$ cat src/rtl/spi_tgt_pkg.sv
package spi_tgt_pkg;

  // Strobes from the control unit to the datapath, valid for one clock.
  typedef struct packed {
    logic shiftEn;    // rising SCK edge: shift MOSI in
    logic presentEn;  // falling SCK edge: present next MISO bit
    logic selStart;   // select just went active: present first bit
    logic loadNow;    // move holding buffer into shift register now
    logic byteDone;   // last rising edge of a byte
    logic loadAtEnd;  // with byteDone: holding buffer refills shift reg
    logic abort;      // select released mid-byte
    logic mosiBit;    // synchronized MOSI level
  } tgtStrobes_t;

endpackage

$ cat src/rtl/spi_tgt_sync.sv
module spi_tgt_sync #(
  parameter int               WIDTH   = 3,
  parameter int               STAGES  = 2,
  parameter logic [WIDTH-1:0] RST_VAL = '0
) (
  input  logic             clk,
  input  logic             rstN,
  input  logic [WIDTH-1:0] din,
  output logic [WIDTH-1:0] dout
);

  logic [WIDTH-1:0] stageQ [STAGES];

  always_ff @(posedge clk or negedge rstN) begin
    if (!rstN) begin
      for (int s = 0; s < STAGES; s++) stageQ[s] <= RST_VAL;
    end else begin
      stageQ[0] <= din;
      for (int s = 1; s < STAGES; s++) stageQ[s] <= stageQ[s-1];
    end
  end

  assign dout = stageQ[STAGES-1];

endmodule

$ cat src/rtl/spi_tgt_ctrl.sv
module spi_tgt_ctrl
  import spi_tgt_pkg::*;
#(
  parameter int DATA_W      = 8,
  parameter int SYNC_STAGES = 2
) (
  input  logic        clk,
  input  logic        rstN,
  input  logic        sckIn,
  input  logic        mosiIn,
  input  logic        selN,
  input  logic        hostWrEn,
  input  logic        doneClr,
  output tgtStrobes_t strb,
  output logic        selActive,
  output logic        holdValid,
  output logic        shiftFull,
  output logic        doneFlag,
  output logic        overrunFlag
);

  localparam int              CNT_W    = $clog2(DATA_W);
  localparam logic [CNT_W-1:0] LAST_BIT = CNT_W'(DATA_W - 1);

  logic [2:0]       syncOut;
  logic             sckS, mosiS, selNS;
  logic             sckPrev, selActPrev;
  logic [CNT_W-1:0] bitCnt;
  logic             rise, fall, lastBit, abortNow, loadNow;

  spi_tgt_sync #(
    .WIDTH  (3),
    .STAGES (SYNC_STAGES),
    .RST_VAL(3'b100)
  ) u_sync (
    .clk (clk),
    .rstN(rstN),
    .din ({selN, mosiIn, sckIn}),
    .dout(syncOut)
  );

  assign sckS      = syncOut[0];
  assign mosiS     = syncOut[1];
  assign selNS     = syncOut[2];
  assign selActive = ~selNS;

  always_comb begin
    rise     = selActive & sckS & ~sckPrev;
    fall     = selActive & ~sckS & sckPrev;
    lastBit  = rise && (bitCnt == LAST_BIT);
    abortNow = ~selActive & selActPrev & (bitCnt != '0);
    loadNow  = holdValid & ~shiftFull & (bitCnt == '0) & ~rise & ~abortNow;

    strb.shiftEn   = rise;
    strb.presentEn = fall;
    strb.selStart  = selActive & ~selActPrev;
    strb.loadNow   = loadNow;
    strb.byteDone  = lastBit;
    strb.loadAtEnd = lastBit & holdValid;
    strb.abort     = abortNow;
    strb.mosiBit   = mosiS;
  end

  always_ff @(posedge clk or negedge rstN) begin
    if (!rstN) begin
      sckPrev     <= 1'b0;
      selActPrev  <= 1'b0;
      bitCnt      <= '0;
      holdValid   <= 1'b0;
      shiftFull   <= 1'b0;
      doneFlag    <= 1'b0;
      overrunFlag <= 1'b0;
    end else begin
      sckPrev    <= sckS;
      selActPrev <= selActive;

      if (!selActive)   bitCnt <= '0;
      else if (lastBit) bitCnt <= '0;
      else if (rise)    bitCnt <= bitCnt + 1'b1;

      if (hostWrEn)                 holdValid <= 1'b1;
      else if (loadNow || lastBit)  holdValid <= 1'b0;

      if (abortNow)     shiftFull <= 1'b0;
      else if (lastBit) shiftFull <= holdValid;
      else if (loadNow) shiftFull <= 1'b1;

      if (lastBit) begin
        doneFlag <= 1'b1;
        if (doneFlag) overrunFlag <= 1'b1;
      end else if (doneClr) begin
        doneFlag    <= 1'b0;
        overrunFlag <= 1'b0;
      end
    end
  end

endmodule

$ cat src/rtl/spi_tgt_dp.sv
module spi_tgt_dp
  import spi_tgt_pkg::*;
#(
  parameter int DATA_W = 8
) (
  input  logic              clk,
  input  logic              rstN,
  input  tgtStrobes_t       strb,
  input  logic              hostWrEn,
  input  logic [DATA_W-1:0] hostWrData,
  output logic              misoBit,
  output logic [DATA_W-1:0] rxBuf
);

  localparam logic [DATA_W-1:0] IDLE_FILL = '1;

  logic [DATA_W-1:0] holdBuf;
  logic [DATA_W-1:0] shiftReg;
  logic [DATA_W-1:0] shiftNext;

  assign shiftNext = {shiftReg[DATA_W-2:0], strb.mosiBit};

  always_ff @(posedge clk or negedge rstN) begin
    if (!rstN) begin
      holdBuf  <= '0;
      shiftReg <= IDLE_FILL;
      rxBuf    <= '0;
      misoBit  <= 1'b1;
    end else begin
      if (hostWrEn) holdBuf <= hostWrData;

      if (strb.abort)         shiftReg <= IDLE_FILL;
      else if (strb.byteDone) shiftReg <= strb.loadAtEnd ? holdBuf : IDLE_FILL;
      else if (strb.shiftEn)  shiftReg <= shiftNext;
      else if (strb.loadNow)  shiftReg <= holdBuf;

      if (strb.byteDone) rxBuf <= shiftNext;

      if (strb.loadNow)                         misoBit <= holdBuf[DATA_W-1];
      else if (strb.presentEn || strb.selStart) misoBit <= shiftReg[DATA_W-1];
    end
  end

endmodule

$ cat src/rtl/spi_target_port.sv
module spi_target_port
  import spi_tgt_pkg::*;
#(
  parameter int DATA_W      = 8,
  parameter int SYNC_STAGES = 2
) (
  input  logic              clk,
  input  logic              rstN,
  input  logic              sckIn,
  input  logic              mosiIn,
  input  logic              selN,
  output logic              misoOut,
  output logic              misoOe,
  input  logic              hostWrEn,
  input  logic [DATA_W-1:0] hostWrData,
  output logic [DATA_W-1:0] hostRdData,
  input  logic              doneClr,
  output logic              doneFlag,
  output logic              overrunFlag
);

  tgtStrobes_t strb;
  logic        selActive, holdValid, shiftFull, misoBit;

  spi_tgt_ctrl #(
    .DATA_W     (DATA_W),
    .SYNC_STAGES(SYNC_STAGES)
  ) u_ctrl (
    .clk        (clk),
    .rstN       (rstN),
    .sckIn      (sckIn),
    .mosiIn     (mosiIn),
    .selN       (selN),
    .hostWrEn   (hostWrEn),
    .doneClr    (doneClr),
    .strb       (strb),
    .selActive  (selActive),
    .holdValid  (holdValid),
    .shiftFull  (shiftFull),
    .doneFlag   (doneFlag),
    .overrunFlag(overrunFlag)
  );

  spi_tgt_dp #(
    .DATA_W(DATA_W)
  ) u_dp (
    .clk       (clk),
    .rstN      (rstN),
    .strb      (strb),
    .hostWrEn  (hostWrEn),
    .hostWrData(hostWrData),
    .misoBit   (misoBit),
    .rxBuf     (hostRdData)
  );

  assign misoOut = misoBit;
  assign misoOe  = selActive;

endmodule

$ cat config.mk
export PLATFORM = sky130hd
export DESIGN_NAME = spi_target_port
export DESIGN_NICKNAME = d
export VERILOG_FILES = /design/src/rtl/spi_tgt_pkg.sv /design/src/rtl/spi_tgt_sync.sv /design/src/rtl/spi_tgt_ctrl.sv /design/src/rtl/spi_tgt_dp.sv /design/src/rtl/spi_target_port.sv
export SDC_FILE = /design/constraint.sdc
export NUM_CORES = 1
export LEC_CHECK = 0
export BUFFER_PORTS_ARGS = -buffer_cell sky130_fd_sc_hd__buf_2
export CORE_UTILIZATION = 45
export DETAILED_ROUTE_END_ITERATION = 10
export GPL_ROUTABILITY_DRIVEN = 1
export PLACE_DENSITY_LB_ADDON = 0.2
export SETUP_SLACK_MARGIN = 0.15
export SYNTH_ARGS = -nofsm -noshare
export SYNTH_HDL_FRONTEND = slang
export SYNTH_SLANG_ARGS = --single-unit
$ cat constraint.sdc
create_clock -name clk -period 3.7 [get_ports clk]
set_clock_uncertainty 0.1 [all_clocks]
set_input_delay 0.37 -clock clk [delete_from_list [all_inputs] [get_ports clk]]
set_output_delay 0.37 -clock clk [all_outputs]
set_load 0.01 [all_outputs]
[Word level (Yosys, flattened, before mapping)]
Index checks and enable logic that the tools add are counted.
Storage, ports and cells
  register bits: 40
  output and inout port bits: 12
Operators by class
  $add $sub $neg: 1
  eq/ne operators: 2
  mux-type cells: 19
  bitwise operators: 19
  reductions and logical operators: 12
Operators by type and width (count)
  8-bit two-way mux: 5
  1-bit AND: 12
  1-bit two-way mux: 11
  3-bit two-way mux: 3
  3-bit nonzero test: 3
  1-bit NOT: 7
  2-bit nonzero test: 3
  4-bit nonzero test: 1
  3-bit by 1-bit adder with 3-bit output (second input constant): 1
  3-bit == test (second input constant): 1
  3-bit logical NOT: 1
  1-bit logical OR: 2
  2-bit by 1-bit inequality test with 1-bit output (second input constant): 1
  2-bit AND reduction: 1
  1-bit logical AND: 1

[Depth between registers and ports, before layout]
  depth in word-level cells: 10
  mapped depth: 7
  depth with buffers taken out: 6

[By module]
A second synthesis with hierarchy kept.
Unflattened totals
  cell total of the unflattened synthesis: 146
  area, all modules: 1841.8 µm²
By module, submodules not included
  spi_tgt_dp: times used 1, cells an instance 86, area an instance 1144.8 µm², seq. area each 636.9 µm²
  spi_tgt_ctrl: times used 1, cells an instance 51, area an instance 521.8 µm², seq. area each 225.2 µm²
  spi_tgt_sync: times used 1, cells an instance 9, area an instance 175.2 µm², seq. area each 152.6 µm²

[Worst setup path after synthesis]
No wires, ideal clock.
  path kind: register -> register
  start point: register u_ctrl.bitCnt[0]
  end point: register u_dp.rxBuf[0]
  library setup time: 0.125 ns
  arrival: 1.490 ns
  data required time: 3.475 ns
  slack: 1.986 ns
  cell stages (with the launch flop): 6
  path buffers: 1
  clock period less this slack: 1.714 ns
  path through: dfrtp_1 ha_1 ha_1 nand2_1 buf_2 mux2_2
On the way
  cells in the longest elaborated chain, start to end: 2
RTL lines
  start: declaration: line spi_tgt_ctrl.sv:28  | logic [CNT_W-1:0] bitCnt;
  start signal: assignment: line spi_tgt_ctrl.sv:79  | else if (rise) bitCnt <= bitCnt + 1'b1;
  3-bit == test: line spi_tgt_ctrl.sv:50  | lastBit = rise && (bitCnt == LAST_BIT);
  1-bit logical AND: line spi_tgt_ctrl.sv:50
  end signal: assignment: line spi_tgt_dp.sv:37  | if (strb.byteDone) rxBuf <= shiftNext;
  end: declaration: line spi_tgt_dp.sv:12  | output logic [DATA_W-1:0] rxBuf
Every way passes these cells.
A chain may end at the register's enable or synchronous reset.

[Worst setup path in the final report]
  start point: register u_ctrl.bitCnt[0]
  end point: register u_dp.shiftReg[1]
On the way
  cells in the longest elaborated chain, start to end: 6
  elaborated cells on any way between the ends: 14
  those cells by class: eq/ne: 1; mux: 3; bitwise: 6; reduce/logical: 4
RTL lines
  3-bit == test: line spi_tgt_ctrl.sv:50
  1-bit logical AND: line spi_tgt_ctrl.sv:50
  1-bit AND: line spi_tgt_ctrl.sv:59  | strb.loadAtEnd = lastBit & holdValid;
  8-bit two-way mux (2 in a row): line spi_tgt_dp.sv:33  | else if (strb.byteDone) shiftReg <= strb.loadAtEnd ? holdBuf : IDLE_FILL;
  8-bit two-way mux: line spi_tgt_dp.sv:32  | if (strb.abort) shiftReg <= IDLE_FILL;
  end signal: assignment: line spi_tgt_dp.sv:33
  end signal: assignment: line spi_tgt_dp.sv:34  | else if (strb.shiftEn) shiftReg <= shiftNext;
  end signal: assignment: line spi_tgt_dp.sv:35  | else if (strb.loadNow) shiftReg <= holdBuf;
  end: declaration: line spi_tgt_dp.sv:18  | logic [DATA_W-1:0] shiftReg;
Several ways; a longest one is shown, not always the timed one.

==> metrics.csv <==
metric,value,unit
outcome,completed,
Min-Delay Path Depth,1,
Final nets,168,
Buffers on Ports,26,
pwr/cell area,606,mW/mm²
share of layout cells above drive strength 1,0.464,
"Hold Vio Cnt, Final",0,
Crit-path slowest cell,o21ai_1,
number of nets still failing antenna checks after routing,0,
initial antenna violation count,0,
type of origin of the critical path,flip-flop,
worst path cell trace,"inv_1, ha_1, nand4bb_1, o21ai_1, o221ai_1, o21ai_2",
clock tree buffer depth,2,
largest family of logic cells by synthesized area,compound AO/OA/AOI/OAI gates,
Synth area leader,dfrtp_1,
Worst-Margin Slew,0.848,ns
# resized after CTS,0,
Die Area,0.00397,mm²
P_sw,319,µW
GR Util All Layers,0.185,
Seq cells post-synth,40,
area delta synth->final,15.0,%
largest net degree at the start of global routing,41,
row cnt,21,
chip width,63.0,µm
"Data required, critical path",3.82,ns
n_diodes,0,
top-count cell post-synth,dfrtp_1,
Pre-antenna DRT Iters,4,
CTS Sinks,40,
critical path depth,6,
clock group share of total power,0.296,
Synth Area in Compound Gates,0.161,
CTS tree,yes,
DRC,0,
Final min period,2.17,ns
Post-synth EDFFs,0,
Post-synth top flop,dfrtp_1,
Seq pwr share,0.522,
Leak Pwr,0.878,nW
Synth top area share,0.434,
Hold/Removal Path Class,in -> reg,
sequential element share of the synthesized area,0.607,
CP endpoint kind,flip-flop,
Hold Buf Count CTS,0,
DP HPWL,2080,µm
CTS H-tree lvls,2,
post-synthesis mux area share,0.120,
vias in the first global route,1100,
total negative slack,0,ns
core area,0.00344,mm²
postcts setup bufs,0,
"delay-heaviest family, CP",compound AO/OA/AOI/OAI gates,
CTS buffer count,5,
"FFs w/ async S/R, synth",1.00,
Synth Instances,124,
number of vias per cell,5.59,
Comb power frac,0.181,
vias,1102,
Skew-Pair Late Insertion Delay,0.29,ns
"Reg clk slew, reported paths",0.07,ns
CP peak stage delay,0.55,ns
Reg2Reg Depth,6,
final period utilization,0.586,
Synthesis Warnings,0,
Max IR drop VDD,0.000280,V
Synth top cells by count,"dfrtp_1, mux2_2, dfstp_2",
first-pass GRT wire length,5420,µm
fillers,305,
cell internal pwr,848,µW
CTS root buf,clkbuf_8,
CP arrival,2.29,ns
Worst Path Max Fanout,10,
wire length per cell,15.9,µm
Post-Syn Nets,142,
Synth Area per Inst,13.5,µm²
Simple-Gate Fraction of Synth Area,0.0524,
Fmax,461,MHz
ranking of synthesized cells by area,"dfrtp_1, dfstp_2, mux2_2",
I/O pins,27,
Sw Ratio,0.273,
worst relative slew slack,0.435,
"Slew Viols, Final",0,
xor and xnor fraction of the mapped netlist area,0,
crit path buf inv count,1,
RSZ-0062 raised after global routing,false,
CP Class,reg -> reg,
worst reg2reg setup slack,1.53,ns
routability cong.,0.719,
# setup viols final,0,
Post-Syn Area,0.00167,mm²
initial DRC count,30,
post-synthesis adder-cell area fraction,0.0224,
Initial Utilization,0.486,
WL final,3130,µm
Vert. Die Dim,63.0,µm
Cell variety after synth,26,
gr ovfl total,0,
Worst Hold Slack,0.0756,ns
max_cap viols,0,
==> power by group through the flow <==
stage	sequential, mW	combinational, mW	clock [mW]
2_1_floorplan	0.596	0.165	0
3_3_place_gp	0.611	0.197	0
3_5_place_dp	0.615	0.211	0
4_1_cts	0.608	0.214	0.356
5_1_grt	0.621	0.234	0.373
6_report	0.609	0.211	0.346
==> registers in the layout (all words and copies together), names as in the netlist <==
signal                count
u_ctrl.doneFlag           1
u_ctrl.selActPrev         1
u_dp.misoBit              1
u_dp.shiftReg             8
u_ctrl.overrunFlag        1
u_ctrl.bitCnt             3
u_ctrl.shiftFull          1
u_ctrl.holdValid          1
u_ctrl.u_sync.dout        3
u_dp.rxBuf                8
u_dp.holdBuf              8
u_ctrl.u_sync.stageQ      3
u_ctrl.sckPrev            1
==> kinds of logic after synthesis <==
logic type / after synthesis
buffers and inverters: 12
AND/OR/NAND/NOR: 15
adder cells (fa/ha/maj): 3
AO/OA/AOI/OAI: 36
flip-flops: 40
multiplexers: 18
==> metrics by stage <==
step / util / setup WS (ns) / power [mW] / instance area, µm² / cells
CTS: 0.559 / 1.57 / 1.18 / 1920 / 197
detailed placement: 0.527 / 1.57 / 0.826 / 1820 / 189
finish: 0.559 / 1.53 / 1.17 / 1920 / 197
global placement: 0.527 / 1.64 / 0.808 / 1820 / 189
floorplan: - / 1.99 / 0.761 / 1670 / 124
global route: 0.559 / 1.35 / 1.23 / 1920 / 197
==> worst paths after layout <==
path / from / endpoint
setup / recovery: u_ctrl.bitCnt[0] / u_dp.shiftReg[1]
hold / removal: selN / u_ctrl.u_sync.stageQ[5]
setup reg to reg: u_ctrl.bitCnt[0] / u_dp.shiftReg[1]
hold reg to reg: u_ctrl.u_sync.stageQ[3] / u_ctrl.u_sync.dout[0]
max in group asynchronous: rstN / u_dp.rxBuf[2]
min in group asynchronous: rstN / u_ctrl.shiftFull
==> per-layer routing <==
layer	global-route usage	share of wire	vias up
met5	0	0	-
met4	0.0698	0.016	0
met3	0.0657	0.042	5
met2	0.285	0.50	23
met1	0.236	0.44	564
li1	-	-	510
==> area by class of cell <==
| type | instances | area, µm² | area share |
|---|---|---|---|
| clock buffers | 6 | 72.6 | 0.0377 |
| clock inverters | 2 | 35.0 | 0.0182 |
| inverters | 5 | 18.8 | 0.00976 |
| multi-input cells | 72 | 594 | 0.309 |
| flip-flops and latches | 40 | 1010 | 0.528 |
| well taps | 46 | 57.6 | 0.0299 |
| repair buffers | 26 | 130 | 0.0677 |
==> placed cells by master, fill, tap and decap left out <==
cell type and count:
dfrtp_1 29, buf_2 26, mux2_2 16, dfstp_2 11, o22ai_1 9, o221ai_1 8, o21ai_2 8, inv_1 5
a21oi_1 5, clkbuf_8 5, nor2_1 4, nand2b_1 3, ha_1 3, nor3b_1 2, nand2_1 2, mux2i_1 2
a31oi_1 2, nor3_1 1, o21ai_0 1, nand4bb_1 1, or3b_1 1, a21oi_4 1, nor2b_1 1, o21ai_1 1
a31o_2 1, clkbuf_1 1, bufinv_16 1, clkinv_2 1
(Power assumes the default switching activity.)
